File: src/rtl/ofh_pkg.sv
package ofh_pkg;
   localparam int SAMPLE_W     = 14;
   localparam int HPF_POLE_NUM = 7569;
   localparam int HPF_POLE_SH  = 13;
   localparam int HPF_FRAC     = 13;
endpackage

File: src/rtl/ofh_offset_sub.sv
module ofh_offset_sub #(
   parameter int DW = ofh_pkg::SAMPLE_W
) (
   input  logic                 clk,
   input  logic                 rst_n,
   input  logic                 bypass,
   input  logic                 in_valid,
   input  logic signed [DW-1:0] in_data,
   input  logic signed [DW-1:0] offset,
   output logic                 out_valid,
   output logic signed [DW-1:0] out_data
);
   initial begin
      assert (DW >= 4) else $error("ofh_offset_sub: DW too small");
   end

   logic signed [DW:0]   diff;
   logic signed [DW-1:0] clip;
   logic                 v_q;
   logic signed [DW-1:0] d_q;

   assign diff = (DW+1)'(in_data) - (DW+1)'(offset);

   always_comb begin
      if (diff[DW] != diff[DW-1])
         clip = {diff[DW], {(DW-1){~diff[DW]}}};
      else
         clip = diff[DW-1:0];
   end

   always_ff @(posedge clk) begin
      if (!rst_n) begin
         v_q <= 1'b0;
         d_q <= '0;
      end else begin
         v_q <= in_valid;
         if (in_valid) d_q <= clip;
      end
   end

   assign out_valid = bypass ? in_valid : v_q;
   assign out_data  = bypass ? in_data  : d_q;


   ofs_zero_chk: assert property (@(posedge clk) disable iff (!rst_n)
      (!bypass && in_valid && offset == '0) |=> (bypass || out_data == $past(in_data)));

   ofs_no_wrap_chk: assert property (@(posedge clk) disable iff (!rst_n)
      (!bypass && in_valid && !in_data[DW-1] && offset[DW-1]) |=> (bypass || !out_data[DW-1]));
endmodule

File: src/rtl/ofh_dc_block.sv
module ofh_dc_block #(
   parameter int DW       = ofh_pkg::SAMPLE_W,
   parameter int FRAC     = ofh_pkg::HPF_FRAC,
   parameter int POLE_NUM = ofh_pkg::HPF_POLE_NUM,
   parameter int POLE_SH  = ofh_pkg::HPF_POLE_SH
) (
   input  logic                 clk,
   input  logic                 rst_n,
   input  logic                 disable_n_run,
   input  logic                 in_valid,
   input  logic signed [DW-1:0] in_data,
   output logic                 out_valid,
   output logic signed [DW-1:0] out_data
);
   localparam int GW = DW + 2;
   localparam int AW = GW + FRAC;
   localparam int CW = $clog2(POLE_NUM + 1) + 1;
   localparam int PW = AW + CW;
   localparam logic signed [AW:0] RND  = (AW+1)'(1) <<< (FRAC - 1);
   localparam logic signed [AW:0] OMAX = (AW+1)'((1 << (DW - 1)) - 1);
   localparam logic signed [AW:0] OMIN = ~OMAX;

   initial begin
      assert (FRAC >= 13) else $error("ofh_dc_block: FRAC below 13");
      assert (POLE_NUM < (1 << POLE_SH)) else $error("ofh_dc_block: pole not below one");
      assert (POLE_SH >= 1) else $error("ofh_dc_block: bad pole shift");
   end

   logic signed [AW-1:0] acc, acc_nxt, fb, dx_q;
   logic signed [DW-1:0] xp;
   logic signed [DW:0]   dx;
   logic signed [PW-1:0] prod;
   logic signed [AW:0]   rint;
   logic signed [DW-1:0] y;
   logic                 v_q;

   assign dx      = (DW+1)'(in_data) - (DW+1)'(xp);
   assign dx_q    = AW'(dx) <<< FRAC;
   assign prod    = $signed(PW'(acc)) * $signed(PW'(POLE_NUM));
   assign fb      = AW'(prod >>> POLE_SH);
   assign acc_nxt = dx_q + fb;
   assign rint    = ((AW+1)'(acc) + RND) >>> FRAC;

   always_comb begin
      if (rint > OMAX)      y = OMAX[DW-1:0];
      else if (rint < OMIN) y = OMIN[DW-1:0];
      else                  y = rint[DW-1:0];
   end

   always_ff @(posedge clk) begin
      if (!rst_n || disable_n_run) begin
         acc <= '0;
         xp  <= '0;
         v_q <= 1'b0;
      end else begin
         v_q <= in_valid;
         if (in_valid) begin
            acc <= acc_nxt;
            xp  <= in_data;
         end
      end
   end

   assign out_valid = disable_n_run ? in_valid : v_q;
   assign out_data  = disable_n_run ? in_data  : y;


   hpf_hold_chk: assert property (@(posedge clk) disable iff (!rst_n)
      (!disable_n_run && !in_valid) |=> (disable_n_run || $stable(out_data)));

   hpf_flat_chk: assert property (@(posedge clk) disable iff (!rst_n)
      (!disable_n_run && in_valid && in_data == xp && acc == '0) |=> (disable_n_run || out_data == '0));
endmodule

File: src/rtl/dc_offset_hpf.sv
module dc_offset_hpf #(
   parameter int DW       = ofh_pkg::SAMPLE_W,
   parameter int FRAC     = ofh_pkg::HPF_FRAC,
   parameter int POLE_NUM = ofh_pkg::HPF_POLE_NUM,
   parameter int POLE_SH  = ofh_pkg::HPF_POLE_SH
) (
   input  logic                 clk,
   input  logic                 rst_n,
   input  logic                 in_valid,
   input  logic signed [DW-1:0] in_sample,
   input  logic signed [DW-1:0] ofs_value,
   input  logic                 ofs_bypass,
   input  logic                 hpf_disable,
   output logic                 out_valid,
   output logic signed [DW-1:0] out_sample
);
   logic                 mid_valid;
   logic signed [DW-1:0] mid_data;

   ofh_offset_sub #(.DW(DW)) u_ofs (
      .clk(clk), .rst_n(rst_n), .bypass(ofs_bypass),
      .in_valid(in_valid), .in_data(in_sample), .offset(ofs_value),
      .out_valid(mid_valid), .out_data(mid_data)
   );

   ofh_dc_block #(.DW(DW), .FRAC(FRAC), .POLE_NUM(POLE_NUM), .POLE_SH(POLE_SH)) u_hpf (
      .clk(clk), .rst_n(rst_n), .disable_n_run(hpf_disable),
      .in_valid(mid_valid), .in_data(mid_data),
      .out_valid(out_valid), .out_data(out_sample)
   );


   top_transparent_chk: assert property (@(posedge clk) disable iff (!rst_n)
      (ofs_bypass && hpf_disable) |-> (out_sample == in_sample && out_valid == in_valid));

   top_one_stage_lat_chk: assert property (@(posedge clk) disable iff (!rst_n)
      (!ofs_bypass && hpf_disable && in_valid) |=> (out_valid || ofs_bypass || !hpf_disable));
endmodule

File: config.mk
export PLATFORM = sky130hd
export DESIGN_NAME = dc_offset_hpf
export DESIGN_NICKNAME = d
export VERILOG_FILES = /design/src/rtl/ofh_pkg.sv /design/src/rtl/ofh_offset_sub.sv /design/src/rtl/ofh_dc_block.sv /design/src/rtl/dc_offset_hpf.sv
export SDC_FILE = /design/constraint.sdc
export NUM_CORES = 1
export LEC_CHECK = 0
export ABC_CLOCK_PERIOD_IN_PS = 8400
export BUFFER_PORTS_ARGS = -buffer_cell sky130_fd_sc_hd__buf_2
export CAP_MARGIN = 30
export CORE_MARGIN = 2
export CORE_UTILIZATION = 56
export CTS_CLUSTER_SIZE = 12
export DETAILED_ROUTE_END_ITERATION = 12
export GPL_TIMING_DRIVEN = 0
export PLACE_DENSITY_LB_ADDON = 0.05
export SYNTH_ARGS = -nofsm -noshare
export SYNTH_HDL_FRONTEND = slang
export SYNTH_SLANG_ARGS = --single-unit
File: constraint.sdc
create_clock -name clk -period 8.4 [get_ports clk]
set_clock_uncertainty 0.1 [all_clocks]
set_input_delay 0.84 -clock clk [delete_from_list [all_inputs] [get_ports clk]]
set_output_delay 0.84 -clock clk [all_outputs]
set_load 0.05 [all_outputs]
# After elaboration in Yosys (flattened, before gate mapping)
# Index checks and enable logic that the tools add are counted.
# totals
ff_bits	59
in_bits	33
elab_cells	23
output_inout_bits	15
# op_classes
n_bitwise	1
n_addsub	4
n_lt_le_gt_ge	2
mul	1
muxes	7
eq_ne	1
reduce_logical	2
# op_table
cell	count
2-to-1 mux 14 bit	5
multiplier 29 x 14 -> 42 bit, second input constant	1
adder 29 x 14 -> 30 bit, second input constant	1
subtractor 14 x 14 -> 15 bit	2
adder 28 x 29 -> 29 bit	1
greater-than comparator 17 x 14 -> 1 bit, second input constant	1
< comparator 17 x 14 -> 1 bit, second input constant	1
2-to-1 mux 1 bit	2
zero test 1 bit	1
logical OR 1 bit	1
inequality test 1 bit	1
inverter 1 bit	1

# Longest topological paths before layout
# logic_depth
depth_word	5
mapped_depth	34
ltp_nobuf	34

# Modules after synthesis
# Synthesis repeated with hierarchy kept, for this count alone.
# unflattened
cells_unflattened	1399
area_unflattened_um2	12179.2
# modules_own_cells
mod	n_inst	cells_each	area_each_um2	seq_area_each_um2
ofh_dc_block	1	1191	10441.3	880.8
ofh_offset_sub	1	208	1737.9	300.3

# Least setup slack after synthesis
# OpenSTA, ideal clock, no wires.
# synth_timing
path_type	register to register
startpoint	reg u_hpf.acc[2]
endpoint	reg u_hpf.acc[23]
slack_ns	0.802
arrival_time_ns	7.436
stages_incl_launch_ff	34
n_path_buf	0
period_less_slack_ns	7.598
path_cell_list	dfxtp_1 > ha_1 > inv_1 > fa_1 > fa_1 > fa_1 > inv_1 > fa_1 > inv_1 > fa_1 > inv_1 > ha_1 > o21a_1 > o211ai_1 > o31ai_1 > a22o_4 > nor4b_4 > o31a_4 > and2b_1 > nor2_1 > xnor2_1 > ha_1 > inv_1 > fa_1 > nor2b_1 > o21ai_0 > a21boi_0 > o21ai_0 > a21oi_1 > o21ai_0 > nand2_1 > a31oi_1 > or4_1 > nand3_1
# synth_between
elab_chain_len	2
# synth_rtl
item	line	source
from (decl)	ofh_dc_block.sv:29	logic signed [AW-1:0] acc, acc_nxt, fb, dx_q;
from (signal assigned)	ofh_dc_block.sv:58	acc <= acc_nxt;
multiplier 29 x 14 -> 42 bit	ofh_dc_block.sv:39	assign prod = $signed(PW'(acc)) * $signed(PW'(POLE_NUM));
adder 28 x 29 -> 29 bit	ofh_dc_block.sv:41	assign acc_nxt = dx_q + fb;
# No other way between the ends.
# A chain may end at the register's enable or synchronous reset.

# Final worst setup path
# layout_timing
startpoint	reg u_hpf.acc[4]
endpoint	reg u_hpf.acc[28]
# Same word-level chain as after synthesis.

==> impl_metrics.tcl <==
set metrics [dict create \
    grt_max_degree 19 \
    grt_pass1_wl_um 44440 \
    core_um2 20300 \
    yosysWarnings 0 \
    critical_path.max_fanout 8 \
    track_usage_pct 25.70 \
    critical_path_class "reg2reg" \
    cp_slowest_cell "fa_1" \
    grt_overflow_total 0 \
    status "completed" \
    synth_edf_count 0 \
    multiInputGateArea_um2 9101 \
    crit_top_cell "fa_1" \
    max_freq_mhz 125.4 \
    hold_buffers 0 \
    ys.flop_type "dfxtp_1" \
    syn_inst 1350 \
    ctsRootBufferMaster "clkbuf_16" \
    required_ns 8.49 \
    clock_path_buffers 2 \
    via_per_inst 5.285 \
    place.gp.congestion 0.9101 \
    ys_top_cells_by_area "fa_1, ha_1, inv_1" \
    worstRegToRegCells 31 \
    critPathArrivalTime_ns 8.06 \
    ioPinCount 48 \
    dp.cells 1665 \
    maxCapViolations 0 \
    portBuffers 45 \
    seqCellArea_um2 1211 \
    cp-end-kind "flip-flop" \
    synth.avg_cell_area_um2 8.601 \
    slew_headroom_pct 40.24 \
    place_area_um2 12170 \
    slew_viol_final 0 \
    dieArea_um2 21900 \
    hold_end "u_hpf.xp[9]" \
    instances_no_fill 1683 \
    antenna_cells 0 \
    max_stage_delay_ns 0.54 \
    min_from "u_hpf.xp[9]" \
    dpl.hpwl_um 22240 \
    synthToLayoutAreaGrowth_pct 8.416 \
    drt_iter0_markers 372 \
    synth_nets 1738 \
    worstHoldPathCells 2 \
    hp-class "reg2reg" \
    h-tree-depth 3 \
    fillers 1813 \
    postRouteAntennaNets 0 \
    reg2reg_from "u_hpf.acc[4]" \
    synthArstFlopShare_pct 0 \
    crit_path_start_kind "flip-flop" \
    layout.nets 1797 \
    synth.largest_area_cell "fa_1" \
    netlist.area_leader.share_pct 24.83 \
    wl_per_cell_um 16.06 \
    finalHoldViolCount 0 \
    worstMarginPinSlew_ns 0.8952 \
    ys_seq_area_share_pct 10.17 \
    clock_sinks 59 \
    grt_setup_unrepaired "no" \
    drc_errors 0 \
    via_count 8894 \
    ys_seq_elements 59 \
    die_y_um 148.0 \
    grt_antenna_before_repair 0 \
    cts_made_buffers 9 \
    rrSetupSlack_ns 0.43 \
    syn_area_um2 11610 \
    r2r-end "u_hpf.acc[28]" \
    final_util_pct 62.01 \
    period_share_pct 94.91 \
    yosysUniqueCellTypes 63 \
    drive_gt1_share_pct 8.493 \
    min_period_ns 7.972 \
    dr.pass1.iters 5 \
    clk_pin_slew_worst_paths_ns 0.05 \
    routed_wl_um 27030 \
    clk_latency_ns 0.33 \
    initial_core_util_pct 57.20 \
    final_area_um2 12590 \
    grt_pass1_vias 8869 \
    rows 52 \
    setup_viol 0 \
    die_width_um 148.0 \
    cts_tree "done" \
]
## kinds of logic after synthesis
logic type	after synthesis	share of synthesized area, %
flip-flops	59	10.17
buffers and inverters	371	12.02
multiplexers	18	1.692
AND/OR/NAND/NOR	234	9.429
XOR/XNOR	78	5.884
AO/OA/AOI/OAI	222	12.12
adder cells (fa/ha/maj)	368	48.69
## Yosys cell counts, types with 3 or more instances
cell      instances
inv_1           343
ha_1            211
fa_1            144
nand2_1          81
a21oi_1          75
nor2_1           74
dfxtp_1          59
xnor2_1          57
o21ai_0          47
a211oi_1         23
xor2_1           21
clkbuf_1         20
o211ai_1         16
maj3_1           13
mux2_2           13
nand3_1          13
a21o_1           12
nor2b_1          12
nor3_1           10
o21a_1           10
a31oi_1           7
buf_1             6
nand4_1           6
and2_1            5
and3_1            5
mux2i_1           5
nand2b_1          5
o21bai_1          5
or3_1             4
nor4b_1           3
o21ai_1           3
## critical path, delay by kind of cell (launching register included)
family / cells / cell delay (ns)
xor+xnor: 2 / 0.28
fa+ha+maj: 8 / 3.47
flops: 1 / 0.46
buf+inv: 4 / 0.20
compound gates: 12 / 2.47
simple gates: 5 / 0.83
## state kept, by name (all words and copies together) (netlist names)
name / count
u_ofs.d_q: 14
u_ofs.v_q: 1
u_hpf.acc: 29
u_hpf.v_q: 1
u_hpf.xp: 14
## layer usage
layer | track usage [%] | wire (um) | vias up
met4 | 6.714 | 625 | 0
met2 | 42.13 | 12180 | 155
met3 | 2.037 | 1115 | 42
met5 | 0 | 0 | -
met1 | 36.90 | 13110 | 4265
li1 | - | - | 4432
## layout make-up
class / count / area share [%]
Buffer: 28 / 0.8548
Clock buffer: 13 / 2.067
Clock inverter: 2 / 0.2783
Inverter: 343 / 10.23
Multi-Input combinational cell: 920 / 72.30
Sequential cell: 59 / 9.621
Tap cell: 270 / 2.684
Timing Repair Buffer: 48 / 1.968
## through the flow
stage	TNS (ns)	hold WS (ns)	setup WS [ns]
after CTS	0	0.3687	0.05584
after detailed placement	-0.06293	0.3609	-0.06293
final	0	0.3647	0.4279
after global placement	-0.02612	0.3523	-0.02612
after floorplan	0	0.3393	0.8020
after global routing	0	0.3792	0.04113
## worst max path at each step
stage	from	to	slack [ns]	cells past startpoint
after floorplan	u_hpf.acc[2]	u_hpf.acc[23]	0.80	33
after global placement	u_hpf.acc[5]	u_hpf.acc[23]	-0.03	33
after detailed placement	u_hpf.acc[5]	u_hpf.acc[23]	-0.06	33
after CTS	u_hpf.acc[5]	u_hpf.acc[23]	0.06	33
after global routing	u_hpf.acc[4]	u_hpf.acc[28]	0.04	31
final	u_hpf.acc[4]	u_hpf.acc[28]	0.43	31
## layout by cell type (no fill, tap or decap), types with 13 or more instances in the layout
| cell | n |
|---|---|
| xor2_1 | 21 |
| o21ai_0 | 45 |
| mux2_2 | 13 |
| fa_1 | 143 |
| nand2_1 | 81 |
| nand3_1 | 13 |
| a21oi_1 | 74 |
| maj3_1 | 13 |
| dfxtp_2 | 15 |
| a211oi_1 | 23 |
| buf_2 | 47 |
| clkbuf_1 | 22 |
| xnor2_1 | 56 |
| dfxtp_1 | 41 |
| o211ai_1 | 16 |
| ha_1 | 208 |
| inv_1 | 343 |
| nor2_1 | 72 |
## repair_timing
item	CTS	global route
setup buffers	0	3
endpoints found under the setup margin	1	7
resized for setup	5	30
pin swaps	1	9
Power is left out: the tool's default activity adds up to more than one toggle a clock period on the data nets, which glitch-free logic cannot reach.
